$ cat config.mk
export PLATFORM = sky130hd
export DESIGN_NAME = token_readout_seq
export DESIGN_NICKNAME = d
export VERILOG_FILES = /design/src/rtl/readout_pkg.sv /design/src/rtl/rd_slot_timer.sv /design/src/rtl/rd_word_budget.sv /design/src/rtl/rd_token_fsm.sv /design/src/rtl/token_readout_seq.sv
export SDC_FILE = /design/constraint.sdc
export NUM_CORES = 1
export LEC_CHECK = 0
export BUFFER_PORTS_ARGS = -buffer_cell sky130_fd_sc_hd__buf_2
export CAP_MARGIN = 20
export CELL_PAD_IN_SITES_DETAIL_PLACEMENT = 0
export CELL_PAD_IN_SITES_GLOBAL_PLACEMENT = 1
export CORE_MARGIN = 8
export CORE_UTILIZATION = 35
export CTS_CLUSTER_SIZE = 30
export DETAILED_ROUTE_END_ITERATION = 7
export PLACE_DENSITY_LB_ADDON = 0.1
export SKIP_LAST_GASP = 1
export SYNTH_ARGS = -nofsm -noshare
export SYNTH_HDL_FRONTEND = slang
export SYNTH_SLANG_ARGS = --single-unit
$ cat constraint.sdc
create_clock -name clk -period 5.1 [get_ports clk]
set_input_delay 0.255 -clock clk [delete_from_list [all_inputs] [get_ports clk]]
set_output_delay 0.255 -clock clk [all_outputs]
set_load 0.05 [all_outputs]
$ cat src/rtl/readout_pkg.sv
package readout_pkg;

    typedef enum logic [2:0] {
        SQ_IDLE,
        SQ_GRANT,
        SQ_FETCH_RD,
        SQ_FETCH_CAP,
        SQ_HOLD,
        SQ_SLOT,
        SQ_PASS
    } seq_state_t;

    // Decoded position inside a transfer slot
    typedef struct packed {
        logic strobe;
        logic pre_rd;
        logic pre_cap;
        logic boundary;
    } slot_flags_t;

    // Control strobes issued by the sequencing FSM
    typedef struct packed {
        logic load;
        logic launch;
        logic rd;
        logic cap;
        logic run;
    } seq_ctrl_t;

    function automatic logic in_window(input int unsigned pos,
                                       input int unsigned lo,
                                       input int unsigned hi);
        return (pos >= lo) && (pos <= hi);
    endfunction

endpackage

$ cat src/rtl/rd_slot_timer.sv
module rd_slot_timer
    import readout_pkg::*;
#(
    parameter int unsigned SLOT_CYC  = 10,
    parameter int unsigned STB_FIRST = 2,
    parameter int unsigned STB_LAST  = 4
) (
    input  logic        clk,
    input  logic        rst,
    input  logic        run,
    input  logic        restart,
    output slot_flags_t flags
);
    localparam int unsigned CNT_W = $clog2(SLOT_CYC);
    localparam logic [CNT_W-1:0] LAST_POS = CNT_W'(SLOT_CYC - 1);
    localparam logic [CNT_W-1:0] RD_POS   = CNT_W'(SLOT_CYC - 3);
    localparam logic [CNT_W-1:0] CAP_POS  = CNT_W'(SLOT_CYC - 2);

    logic [CNT_W-1:0] pos;

    always_ff @(posedge clk) begin
        if (rst) begin
            pos <= '0;
        end else if (restart) begin
            pos <= '0;
        end else if (run && pos != LAST_POS) begin
            pos <= pos + 1'b1;
        end
    end

    always_comb begin
        flags.strobe   = run && in_window(32'(pos), STB_FIRST, STB_LAST);
        flags.pre_rd   = run && (pos == RD_POS);
        flags.pre_cap  = run && (pos == CAP_POS);
        flags.boundary = run && (pos == LAST_POS);
    end

endmodule

$ cat src/rtl/rd_word_budget.sv
module rd_word_budget #(
    parameter int unsigned LVL_W = 10
) (
    input  logic             clk,
    input  logic             rst,
    input  logic             load,
    input  logic [LVL_W-1:0] load_val,
    input  logic             dec,
    output logic             zero
);
    logic [LVL_W-1:0] remaining;

    always_ff @(posedge clk) begin
        if (rst) begin
            remaining <= '0;
        end else if (load) begin
            remaining <= load_val;
        end else if (dec && remaining != '0) begin
            remaining <= remaining - 1'b1;
        end
    end

    assign zero = (remaining == '0);

endmodule

$ cat src/rtl/rd_token_fsm.sv
module rd_token_fsm
    import readout_pkg::*;
(
    input  logic       clk,
    input  logic       rst,
    input  logic       tok_in,
    input  logic       budget_zero,
    input  logic       boundary,
    input  logic       pre_rd,
    input  logic       pre_cap,
    input  logic       rx_next,
    output seq_state_t state,
    output seq_ctrl_t  ctrl,
    output logic       tok_out
);
    seq_state_t state_nx;

    always_ff @(posedge clk) begin
        if (rst) state <= SQ_IDLE;
        else     state <= state_nx;
    end

    always_comb begin
        state_nx = state;
        unique case (state)
            SQ_IDLE:      if (tok_in) state_nx = SQ_GRANT;
            SQ_GRANT:     state_nx = budget_zero ? SQ_PASS : SQ_FETCH_RD;
            SQ_FETCH_RD:  state_nx = SQ_FETCH_CAP;
            SQ_FETCH_CAP: state_nx = SQ_HOLD;
            SQ_HOLD:      if (rx_next) state_nx = SQ_SLOT;
            SQ_SLOT: begin
                if (boundary) begin
                    if (budget_zero)  state_nx = SQ_PASS;
                    else if (!rx_next) state_nx = SQ_HOLD;
                end
            end
            SQ_PASS:      state_nx = SQ_IDLE;
            default:      state_nx = SQ_IDLE;
        endcase
    end

    always_comb begin
        ctrl.run    = (state == SQ_SLOT);
        ctrl.load   = (state == SQ_IDLE) && tok_in;
        ctrl.launch = ((state == SQ_HOLD) && rx_next) ||
                      ((state == SQ_SLOT) && boundary && !budget_zero && rx_next);
        ctrl.rd     = (state == SQ_FETCH_RD) ||
                      ((state == SQ_SLOT) && pre_rd && !budget_zero);
        ctrl.cap    = (state == SQ_FETCH_CAP) ||
                      ((state == SQ_SLOT) && pre_cap && !budget_zero);
    end

    assign tok_out = (state == SQ_PASS);

endmodule

$ cat src/rtl/token_readout_seq.sv
module token_readout_seq
    import readout_pkg::*;
#(
    parameter int unsigned DATA_W    = 32,
    parameter int unsigned LVL_W     = 10,
    parameter int unsigned SLOT_CYC  = 10,
    parameter int unsigned STB_FIRST = 2,
    parameter int unsigned STB_LAST  = 4
) (
    input  logic              clk,
    input  logic              rst,
    input  logic              tok_in,
    output logic              tok_out,
    input  logic              fifo_empty,
    input  logic [LVL_W-1:0]  fifo_level,
    output logic              fifo_rd,
    input  logic [DATA_W-1:0] fifo_data,
    output logic [DATA_W-1:0] bus_data,
    output logic              bus_stb,
    input  logic              rx_next
);
    seq_state_t       state;
    seq_ctrl_t        ctrl;
    slot_flags_t      flags;
    logic             budget_zero;
    logic [LVL_W-1:0] snap_val;
    logic [DATA_W-1:0] stage_q;
    logic             launch_w;
    logic             st_idle;

    // Word count is frozen at token arrival; an empty FIFO counts as zero
    assign snap_val = fifo_empty ? '0 : fifo_level;

    rd_slot_timer #(
        .SLOT_CYC (SLOT_CYC),
        .STB_FIRST(STB_FIRST),
        .STB_LAST (STB_LAST)
    ) i_timer (
        .clk    (clk),
        .rst    (rst),
        .run    (ctrl.run),
        .restart(ctrl.launch),
        .flags  (flags)
    );

    rd_word_budget #(
        .LVL_W(LVL_W)
    ) i_budget (
        .clk     (clk),
        .rst     (rst),
        .load    (ctrl.load),
        .load_val(snap_val),
        .dec     (ctrl.launch),
        .zero    (budget_zero)
    );

    rd_token_fsm i_fsm (
        .clk        (clk),
        .rst        (rst),
        .tok_in     (tok_in),
        .budget_zero(budget_zero),
        .boundary   (flags.boundary),
        .pre_rd     (flags.pre_rd),
        .pre_cap    (flags.pre_cap),
        .rx_next    (rx_next),
        .state      (state),
        .ctrl       (ctrl),
        .tok_out    (tok_out)
    );

    // Staging register lets the next word be fetched during the current slot
    always_ff @(posedge clk) begin
        if (rst) begin
            stage_q  <= '0;
            bus_data <= '0;
        end else begin
            if (ctrl.cap)    stage_q  <= fifo_data;
            if (ctrl.launch) bus_data <= stage_q;
        end
    end

    assign fifo_rd  = ctrl.rd;
    assign bus_stb  = flags.strobe;
    assign launch_w = ctrl.launch;
    assign st_idle  = (state == SQ_IDLE);

endmodule

## After elaboration in Yosys (flattened, before gate mapping)

Cells that the tools add are included.

| storage, ports and cells | value |
|---|---|
| flip-flop bits (word level) | 81 |
| input bits | 47 |
| output and inout bits | 35 |

| operators by class | value |
|---|---|
| add/sub/neg operators | 2 |
| magnitude comparators | 2 |
| equal/unequal tests | 14 |
| multiplexer cells | 10 |
| reduce and logical (&&, ||, !) cells | 26 |

Operators with widths:

| kind | number |
|---|---|
| 10-bit two-way mux | 3 |
| 3-bit two-way mux | 6 |
| 3-bit case mux with 6 select lines | 1 |
| 1-bit logical AND | 16 |
| 10-bit logical NOT | 1 |
| 10-bit nonzero test | 1 |
| 10-bit by 1-bit subtractor with 10-bit output, second input constant | 1 |
| 3-bit == test, second input constant | 3 |
| 4-bit == test, second input constant | 2 |
| 3-bit by 2-bit == test with 1-bit output, second input constant | 2 |
| 4-bit by 1-bit adder with 4-bit output, second input constant | 1 |
| 4-bit by 3-bit == test with 1-bit output, second input constant | 1 |
| 4-bit by 2-bit >= comparator with 1-bit output, second input constant | 1 |
| 4-bit by 3-bit less-or-equal comparator with 1-bit output, second input constant | 1 |
| 2-bit != test, second input constant | 2 |
| 4-bit != test, second input constant | 1 |
| 4-bit AND reduction | 1 |
| 3-bit by 1-bit == test with 1-bit output, second input constant | 1 |
| 3-bit logical NOT | 1 |
| 1-bit logical OR | 3 |
| 3-bit by 2-bit != test with 1-bit output, second input constant | 1 |
| 2-bit by 1-bit != test with 1-bit output, second input constant | 1 |
| 2-bit nonzero test | 1 |
| 2-bit OR reduction | 1 |
| 1-bit logical NOT | 1 |

## Longest topological paths before layout

Gate-level depths: netlist of the first run.

| depth | value |
|---|---|
| depth after elaboration | 9 |
| mapped depth | 8 |

## Modules after synthesis

A second synthesis of the first run with hierarchy kept.

| second synthesis, totals | value |
|---|---|
| cells, all modules | 355 |
| area total of the unflattened synthesis | 3579.7 um^2 |

By module, submodules not included:

| module | instances | cells an instance | area an instance (um^2) |
|---|---|---|---|
| token_readout_seq | 1 | 217 | 2402.3 |
| rd_word_budget | 1 | 72 | 626.9 |
| rd_slot_timer | 1 | 33 | 305.3 |
| rd_token_fsm | 1 | 33 | 245.2 |

## Worst setup path before layout of the first run

Ideal clock, no wire load.

| timing path | value |
|---|---|
| path kind | register to output |
| from | reg i_budget.remaining[0] |
| to | out fifo_rd |
| data arrival time | 2775 ps |
| required time | 4845 ps |
| slack | 2070 ps |
| cell stages (with the launch flop) | 7 |
| buffers on the path | 1 |
| path through | dfxtp_1 inv_1 ha_1 nor3b_1 and3_1 buf_2 o41ai_1 |

| on the way | value |
|---|---|
| word-level cells in the longest chain between the ends | 4 |

Ends and longest elaborated chain:

| what | RTL line | text |
|---|---|---|
| start, declared | rd_word_budget.sv:11 | `logic [LVL_W-1:0] remaining;` |
| start signal, assigned | rd_word_budget.sv:17 | `remaining <= load_val;` |
| start signal, assigned | rd_word_budget.sv:19 | `remaining <= remaining - 1'b1;` |
| 10-bit logical NOT | rd_word_budget.sv:23 | `assign zero = (remaining == '0);` |
| 1-bit logical NOT | rd_token_fsm.sv:48 | `((state == SQ_SLOT) && pre_rd && !budget_zero);` |
| 1-bit logical AND | rd_token_fsm.sv:48 |  |
| 1-bit logical OR | rd_token_fsm.sv:47 | `ctrl.rd = (state == SQ_FETCH_RD) \|\|` |
| end, declared | token_readout_seq.sv:16 | `output logic fifo_rd,` |

Every way passes these cells.

## Final worst setup path of the first run

Ends and elaborated chain as after synthesis.

==> flow_summary.yaml, run 1 <==
outcome:
  status: "complete, no violations"
power_and_ir_drop:
  pwr-share-comb_pct: 25.8
  leakage_nw: 1.92
  seqPwrFrac_pct: 43.6
  power_density_mw_per_mm2: 379
  sw_frac_of_total_pct: 34.1
  ir_drop_mv: 0.138
  power.switching_mw: 0.563
  pwr-share-clk_pct: 30.6
  power_mw: 1.65
  internal_power_mw: 1.09
sta:
  relSlewSlack_pct: 38.3
  setup_ws_ps: 2530
  worst_hold_slack_ps: 103
  finalSetupViolCount: 0
  finalClockSkew_ps: 15.1
  finalCritPeriodShare_pct: 50.4
  slew_viol_final: 0
  post-route-min-period_ps: 2570
  fmax_ghz: 0.389
  finalHoldViolations: 0
  tightest_slew_ps: 924
  timing.setup.tns_ps: 0
  rsz0062_at_grt: "no"
setup_path:
  cp-startpoint: "i_budget.remaining[0]"
  cp_data_required_time_ps: 4850
  worstReg2RegStart: "i_budget.remaining[0]"
  crit_fanout: 11
  crit_type: "flop to primary output"
  r2r_setup_slack_ps: 2670
  critPathLaunchType: "flop"
  worstPathArrival_ps: 2320
  endpoint_kind: "primary output"
yosys:
  synthCells: 426
  ys_ff_latch: 81
  synth_warnings: 0
  synth.top_cells.by_area: "dfxtp_1, mux2i_1, nand2_1"
  synth_fp_nets: 478
  synth_area_leader_cell: "dfxtp_1"
  synth_area_mm2: 0.00367
  synth_top_area_share_pct: 44.2
  ys_seq_area_share_pct: 44.2
  synth_edf_count: 0
  ys_async_sr_fraction_pct: 0
  postSynthAreaPerCell_um2: 8.62
  ys_types: 47
  ys.flop_type: "dfxtp_1"
place:
  port-buffer-count: 81
  place_congestion: 0.784
  detailed_place_hpwl_um: 6350
  place_ws_ps: 2430
clock_tree:
  numCtsBuffers: 9
  clock_latency_ps: 350
  cts-root-buf: "clkbuf_8"
  cts.sinks: 81
  cts-hold-fix-buffers: 0
  clk_path_buf_depth: 2
  postCtsSetupRepairBufs: 0
  htree_num_levels: 3
  post_cts_resized: 0
  cts_tree: "built"
  path_clk_slew_ps: 90
global_routing:
  grt_max_degree: 70
  grt_util_all_layers_pct: 14.2
  antenna_found_initial: 0
  grt_pass1_wl_um: 16400
  overflow: 0
  grt_pass1_vias: 3178
drt:
  wirelength_um: 10100
  route.detailed.drc: 0
  num_vias: 3254
  ant_nets: 0
  drt_first_pass_iters: 4
  drtIter0Drc: 200
  via_per_inst: 5.15
  wl_per_cell_um: 16.0
floorplanning:
  initial_utilization_pct: 35.7
  num_rows: 37
  io_pins: 82
  die_h_um: 118
  die_area_mm2: 0.0140
  dieWidth_um: 118
  core_mm2: 0.0103
cells_and_area:
  syn_to_final_growth_pct: 18.8
  fillers: 1082
  antenna_cells: 0
  multi_input_area_mm2: 0.00184
  drive_gt1_share_pct: 22.2
  nets: 544
  final-seq-area_mm2: 0.00162
min_path:
  hp-start: "fifo_level[3]"
  hp-class: "input port to flop"
flow_run:
  drv_cap: 0
## worst max-delay path: stages, from the launching register on
cell and delay [ps]:
dfxtp_1 340, inv_1 100, ha_1 140, nor3b_1 540, and3_1 510, o41ai_1 120, buf_2 220
## per-layer routing
metal | part of all wire, % | vias up | global-route usage [%] | routed length, um
li1 | - | 1654 | - | -
met1 | 48 | 1521 | 18.1 | 4800
met2 | 47 | 74 | 23.1 | 4710
met3 | 5.2 | 5 | 3.52 | 522
met4 | 0.62 | 0 | 4.74 | 63
met5 | 0 | - | 0 | 0
## final timing paths
kind	end	cells past startpoint
setup / recovery	fifo_rd	6
hold / removal	i_budget.remaining[3]	3
hold reg to reg	bus_data[24]	2
setup reg to reg	stage_q[28]	7
## flip-flops by register name, summed over array words and instances (netlist names)
name and flops:
bus_data 32, i_budget.remaining 10, i_fsm.state 3, i_timer.pos 4
stage_q 32
## layout make-up
| cell class | count | area share, % |
|---|---|---|
| clock inverter | 5 | 1.81 |
| timing repair buffer | 88 | 11.1 |
| tap | 136 | 3.90 |
| multi-input combinational | 303 | 42.3 |
| inverter | 9 | 0.775 |
| sequential | 81 | 37.2 |
| clock buffer | 10 | 2.93 |
## metrics by stage
stage | util (%) | area (um2) | cells
global placement | 40.0 | 4110 | 615
detailed placement | 40.0 | 4110 | 615
finish | 42.4 | 4360 | 632
CTS | 42.0 | 4320 | 630
floorplan | - | 3670 | 426
global route | 42.4 | 4360 | 632
## power groups by stage
stage,registers (mW),logic [mW],clock network [mW]
floorplan,0.715,0.327,0
global placement,0.734,0.410,0
detailed placement,0.735,0.412,0
CTS,0.720,0.413,0.520
global route,0.729,0.470,0.546
finish,0.720,0.426,0.505
## cell families after synthesis
kind of cell             synth area share, %
AND/OR/NAND/NOR                         22.5
AO/OA/AOI/OAI                           15.7
flip-flops                              44.2
buffers and inverters                   5.90
multiplexers                            9.54
adder cells (fa/ha/maj)                 1.70
XOR/XNOR                               0.477
## cell usage after synthesis (2+ instances only)
library cell	count
a21oi_1	39
a311oi_1	3
a31oi_1	3
and3_1	3
and4_1	3
buf_1	2
buf_12	3
buf_2	5
clkbuf_1	20
clkbuf_2	3
dfxtp_1	81
ha_1	5
inv_1	8
mux2i_1	35
nand2_1	73
nand3_1	39
nand3b_1	3
nand4_1	6
nand4b_1	2
nor2_1	5
nor3_1	11
nor3b_1	3
nor4_1	2
o21ai_0	38
o31ai_1	2
o32ai_1	2
o41ai_1	3
or3_1	3
or4_1	3
## cell usage in the layout (no fill, tap or decap), drive strengths merged, types with 5 or more instances in the layout
cell type,n
nand4,6
nor3,11
mux2i,35
dfxtp,81
o21ai,38
nor2,5
ha,5
clkbuf,10
inv,10
a21oi,39
nand2,73
nand3,40
buf,88
Note: power is estimated with default switching activity, not from simulation.
==> inputs of run 2 (changes only) <==
- ABC_AREA: default -> 1
- clock period: 5.1 -> 2.62 ns (I/O delays scaled with it)
==> run 2 against run 1 <==
Count of clock-buffer cells in the layout shrank 1. Non-clock buffer count shrank 1. Power grew 110%. Synthesized area grew 4.2%. Hold slack lost 82 ps.
==> flow_summary.yaml, run 2 <==
cells_and_area:
  fillers: 1172
  antenna_cells: 0
  final_cell_count_no_fill: 700
  nets: 608
  final_cell_mix: "nor2_1, dfxtp_1, buf_2"
  mostFrequentLayoutCell: "nor2_1"
  reg_top3: "bus_data (32), stage_q (32), i_budget.remaining (10)"
  syn_to_final_growth_pct: 15.9
  drive_gt1_share_pct: 32.7
drt:
  wl_per_cell_um: 13.9
  route.detailed.drc: 0
  drt_first_pass_iters: 4
  via_per_inst: 4.70
  wirelength_um: 9760
  drtIter0Drc: 196
  num_vias: 3291
  ant_nets: 0
sta:
  finalCritPeriodShare_pct: 76.5
  post-route-min-period_ps: 2000
  fmax_ghz: 0.499
  finalClockSkew_ps: 11.2
  tightest_slew_ps: 585
  finalHoldViolations: 0
  finalSetupViolCount: 0
  rsz0062_at_grt: "no"
  timing.setup.tns_ps: 0
  slew_viol_final: 0
  relSlewSlack_pct: 61.0
setup_path:
  slowest_delay_ps: 370
  endpoint_kind: "flop"
  worstPathArrival_ps: 2280
  cp-endpoint: "i_timer.pos[1]"
  r2r_setup_slack_ps: 620
  cp-startpoint: "i_budget.remaining[0]"
  crit_path_cell_trace: "inv_1 > ha_1 > nand3_1 > nor2_1 > nand2_4 > nand3_2 > nand2_4 > inv_4 > nand2_1 > a21oi_1"
  critical_path.top_delay_family: "simple AND/OR/NAND/NOR gates"
  rr_worst_depth: 10
  crit_fanout: 33
  reg2reg_to: "i_timer.pos[1]"
  worstReg2RegStart: "i_budget.remaining[0]"
  cpMaxStageDelayCell: "inv_4"
  crit_cells: 10
  crit_type: "flop to flop"
  cp_data_required_time_ps: 2890
  cp_common_cell: "nand2_4"
  critPathLaunchType: "flop"
  crit_buf_inv: 2
floorplanning:
  die_area_mm2: 0.0145
  dieWidth_um: 121
  initial_utilization_pct: 35.6
  die_h_um: 121
  core_mm2: 0.0107
  num_rows: 38
  io_pins: 82
power_and_ir_drop:
  power_density_mw_per_mm2: 790
  internal_power_mw: 2.17
  leakage_nw: 2.00
  ir_drop_mv: 0.370
  power.switching_mw: 1.33
  pwr-share-comb_pct: 32.4
  seqPwrFrac_pct: 41.7
  power_mw: 3.50
  sw_frac_of_total_pct: 38.1
  pwr-share-clk_pct: 25.8
yosys:
  ys_top_cells_by_count: "nor2_1, dfxtp_1, nand3_1"
  ys.flop_type: "dfxtp_1"
  ys_types: 36
  synth_edf_count: 0
  postSynthAreaPerCell_um2: 7.86
  ys_async_sr_fraction_pct: 0
  synth_area_mm2: 0.00383
  synth_fp_nets: 539
  yosysMostFrequentCell: "nor2_1"
  ys_seq_area_share_pct: 42.4
  synth_area_leader_cell: "dfxtp_1"
  synth_warnings: 0
  ys_ff_latch: 81
  synth.top_cells.by_area: "dfxtp_1, nor2_1, nand3_1"
  synth_top_area_share_pct: 42.4
  synthCells: 487
clock_tree:
  cts_tree: "built"
  cts-hold-fix-buffers: 0
  path_clk_slew_ps: 90
  clk_path_buf_depth: 2
  postCtsSetupRepairBufs: 0
  numCtsBuffers: 9
  htree_num_levels: 3
  cts.sinks: 81
  post_cts_resized: 0
  cts-root-buf: "clkbuf_8"
  clock_latency_ps: 350
global_routing:
  grt_max_degree: 35
  grt_util_all_layers_pct: 13.8
  grt_pass1_vias: 3331
  grt_pass1_wl_um: 16400
  overflow: 0
  antenna_found_initial: 0
place:
  dp_cells: 685
  place_congestion: 0.770
  port-buffer-count: 81
  detailed_place_hpwl_um: 6820
min_path:
  hp-class: "input port to flop"
flow_run:
  drv_cap: 0
outcome:
  status: "complete, no violations"
[run 2: changes by cell type in the layout (fill, tap and decap cells not counted), moves of 4 or more]
cell,delta
nand3_2,+4
o21ai_0,-9
a21oi_2,+30
mux2i_1,-35
o21ai_1,+12
nand3_1,+19
nor2_1,+82
a21oi_1,-23
inv_1,+16
nor3_1,-8
nand2_1,-20
nand2_2,+31
nand4_1,-6
[run 2: worst reg2reg max path, cell delays in order (launching register included)]
cell and delay, ps:
dfxtp_1 320, inv_1 90, ha_1 150, nand3_1 70
nor2_1 170, nand2_4 110, nand3_2 90, nand2_4 210
inv_4 370, nand2_1 180, a21oi_1 160
[run 2: cell families (layout without fill, tap and decap cells)]
logic type	Yosys count	after routing	share of synthesized area, %
flops	81	81	42.4
buf+inv	57	130	8.34
fa+ha+maj	5	5	1.64
xor+xnor	2	2	0.458
simple gates	247	247	31.2
compound gates	95	95	16.0
[run 2: final cells by class]
cell class	count	area [um2]	area share [%]
multi-input cells	349	1890	42.5
repair buffers	87	450	10.2
flip-flops and latches	81	1620	36.6
well taps	140	175	3.95
inverters	28	108	2.43
clock inverters	6	68.8	1.55
clock buffers	9	124	2.79
[run 2: how the worst min path moves through the flow]
stage | slack (ps) | cells after the start | to | start
finish | 20 | 3 | stage_q[3] | fifo_data[3]
CTS | 3 | 3 | stage_q[4] | fifo_data[4]
floorplan | 270 | 2 | stage_q[10] | fifo_data[10]
global placement | 390 | 3 | stage_q[6] | fifo_data[6]
global route | 0.4 | 3 | stage_q[7] | fifo_data[7]
detailed placement | 390 | 3 | stage_q[4] | fifo_data[4]
[run 2: per-stage QoR]
stage	setup WS [ps]	hold WS (ps)	area, um2	util (%)
floorplan	555	267	3830	-
global placement	639	388	4240	39.5
detailed placement	571	389	4240	39.5
CTS	564	3.36	4430	41.3
global route	420	0.381	4430	41.3
finish	615	20.5	4430	41.3
[run 2: metal layers]
metal / routed length [um] / GRT usage, %
met1: 4670 / 17.6
met2: 4570 / 22.2
met3: 456 / 3.73
met4: 70 / 4.22
met5: 0 / 0
[run 2: power by group through the flow]
stage,clock [mW],sequential (mW),combinational (mW)
after global placement,0,1.49,1.15
after detailed placement,0,1.49,1.15
after CTS,0.942,1.46,1.15
after floorplan,0,1.61,0.798
final,0.905,1.46,1.14
after global routing,1.00,1.48,1.28
==> inputs of run 3 (changes only) <==
- ABC_AREA: 1 -> 0
- clock period: 2.62 -> 1.7 ns (I/O delays scaled with it)
==> run 3 against run 2 <==
Hold slack improved by 17 ps. Sequential power grew 45%. Power rose by 95%. The run now ends with setup timing left. Die area decreased by 3.5%. Via count up 15%. Final area grew 41%. Clock skew increased by 4.3 ps. Setup slack worse by 780 ps.
==> flow_summary.yaml, run 3 (same netlist as run 1, synthesis figures left out) <==
sta:
  relSlewSlack_pct: 66.0
  finalHoldViolations: 0
  rsz0062_at_grt: "yes"
  finalCritPeriodShare_pct: 109
  slew_viol_final: 0
  finalSetupViolCount: 67
  post-route-min-period_ps: 1860
  fmax_ghz: 0.538
  setup_ws_ps: -160
  finalClockSkew_ps: 15.4
  worst_hold_slack_ps: 37.5
  tightest_slew_ps: 510
cells_and_area:
  syn_to_final_growth_pct: 70.3
  nets: 655
  drive_gt1_share_pct: 47.3
  final_cell_area_mm2: 0.00625
  fillers: 892
  mostFrequentLayoutCell: "buf_2"
  final_cell_count_no_fill: 743
  reg_top3: "bus_data (32), stage_q (32), i_budget.remaining (10)"
  final_cell_mix: "buf_2, dfxtp_1, nand2_1"
  antenna_cells: 0
drt:
  drt_first_pass_iters: 4
  via_per_inst: 5.09
  num_vias: 3785
  drtIter0Drc: 203
  wirelength_um: 12800
  route.detailed.drc: 0
  ant_nets: 0
  wl_per_cell_um: 17.2
place:
  dp_cells: 663
  place_congestion: 0.807
  port-buffer-count: 81
  dpl_cell_area_mm2: 0.00462
  detailed_place_hpwl_um: 7610
setup_path:
  critPathLaunchType: "flop"
  crit_type: "flop to primary output"
  endpoint_kind: "primary output"
  cpMaxStageDelayCell: "dfxtp_2"
  cp_data_required_time_ps: 1620
  crit_fanout: 2
  worstPathArrival_ps: 1780
  slowest_delay_ps: 340
  crit_path_cell_trace: "inv_2 > ha_4 > nor3b_4 > and3_4 > buf_12 > o41ai_4 > buf_6"
  crit_cells: 7
  r2r_setup_slack_ps: -120
  rr_worst_depth: 7
  crit_buf_inv: 3
  critical_path.top_delay_family: "buffers and inverters"
global_routing:
  grt_pass1_vias: 3752
  grt_max_degree: 33
  overflow: 0
  grt_util_all_layers_pct: 16.5
  grt_pass1_wl_um: 19000
  antenna_found_initial: 0
floorplanning:
  initial_utilization_pct: 35.7
  num_rows: 37
  die_area_mm2: 0.0140
  die_h_um: 118
  io_pins: 82
  dieWidth_um: 118
  core_mm2: 0.0103
clock_tree:
  clk_path_buf_depth: 2
  cts.sinks: 81
  cts_tree: "built"
  clock_latency_ps: 350
  numCtsBuffers: 9
  htree_num_levels: 3
  cts-root-buf: "clkbuf_8"
  path_clk_slew_ps: 100
outcome:
  violations: "setup timing"
  status: "complete, but fails checks"
power_and_ir_drop:
  leakage_nw: 2.62
  power_density_mw_per_mm2: 1090
  ir_drop_mv: 0.521
flow_run:
  drv_cap: 0
min_path:
  hp-class: "input port to flop"
  whs_path_depth: 3
[run 3: final timing paths]
| check | startpoint | to |
|---|---|---|
| worst max register to register | i_budget.remaining[0] | i_budget.remaining[2] |
| worst min register to register | bus_data[25] | bus_data[25] |
| worst min-delay path | fifo_level[5] | i_budget.remaining[5] |
| worst max-delay path | i_budget.remaining[0] | fifo_rd |
[run 3: routing by layer]
| metal | routed length [um] | up-vias | GRT usage [%] |
|---|---|---|---|
| li1 | - | 1886 | - |
| met4 | 116 | 0 | 4.19 |
| met5 | 0 | - | 0 |
| met3 | 489 | 6 | 3.62 |
| met2 | 6190 | 80 | 26.6 |
| met1 | 5970 | 1813 | 21.8 |
[run 3: repair_timing]
action / 4_1_cts / 5_1_grt
endpoints found under the hold margin: 36 / 0
gates resized for setup: 19 / 158
hold buffers: 36 / 0
endpoints found under the setup margin: 73 / 79
pin swaps: 5 / 64
buffers inserted: 7 / 13
gates cloned: 3 / 7
[run 3: power by group]
| group | internal [mW] | switching [mW] |
|---|---|---|
| Sequential | 2.02 | 0.0968 |
| Combinational | 1.38 | 1.45 |
| Clock | 1.12 | 0.760 |
[run 3: final cells by class]
class | count | area (um2) | area share [%]
clock buffers | 10 | 128 | 2.04
clock inverters | 5 | 129 | 2.06
inverters | 9 | 33.8 | 0.540
multi-input cells | 303 | 2440 | 39.1
flip-flops and latches | 81 | 1630 | 26.1
well taps | 136 | 170 | 2.72
repair buffers | 199 | 1720 | 27.4
[run 3: through the flow]
step / utilization (%) / setup slack, ps / TNS (ps) / power, mW
CTS: 52.7 / -173 / -2990 / 6.18
global placement: 44.9 / -20.8 / -203 / 4.00
global route: 60.8 / -243 / -7100 / 7.14
finish: 60.8 / -160 / -1980 / 6.83
detailed placement: 44.9 / -46.8 / -936 / 4.01
floorplan: - / -93.5 / -175 / 3.19
[run 3: worst reg2reg max path, stage by stage (launching register included)]
cell and delay, ps:
dfxtp_2 340, inv_2 50, ha_4 150, nor3b_4 140
and3_4 190, buf_4 150, or4_1 470, a311oi_1 250
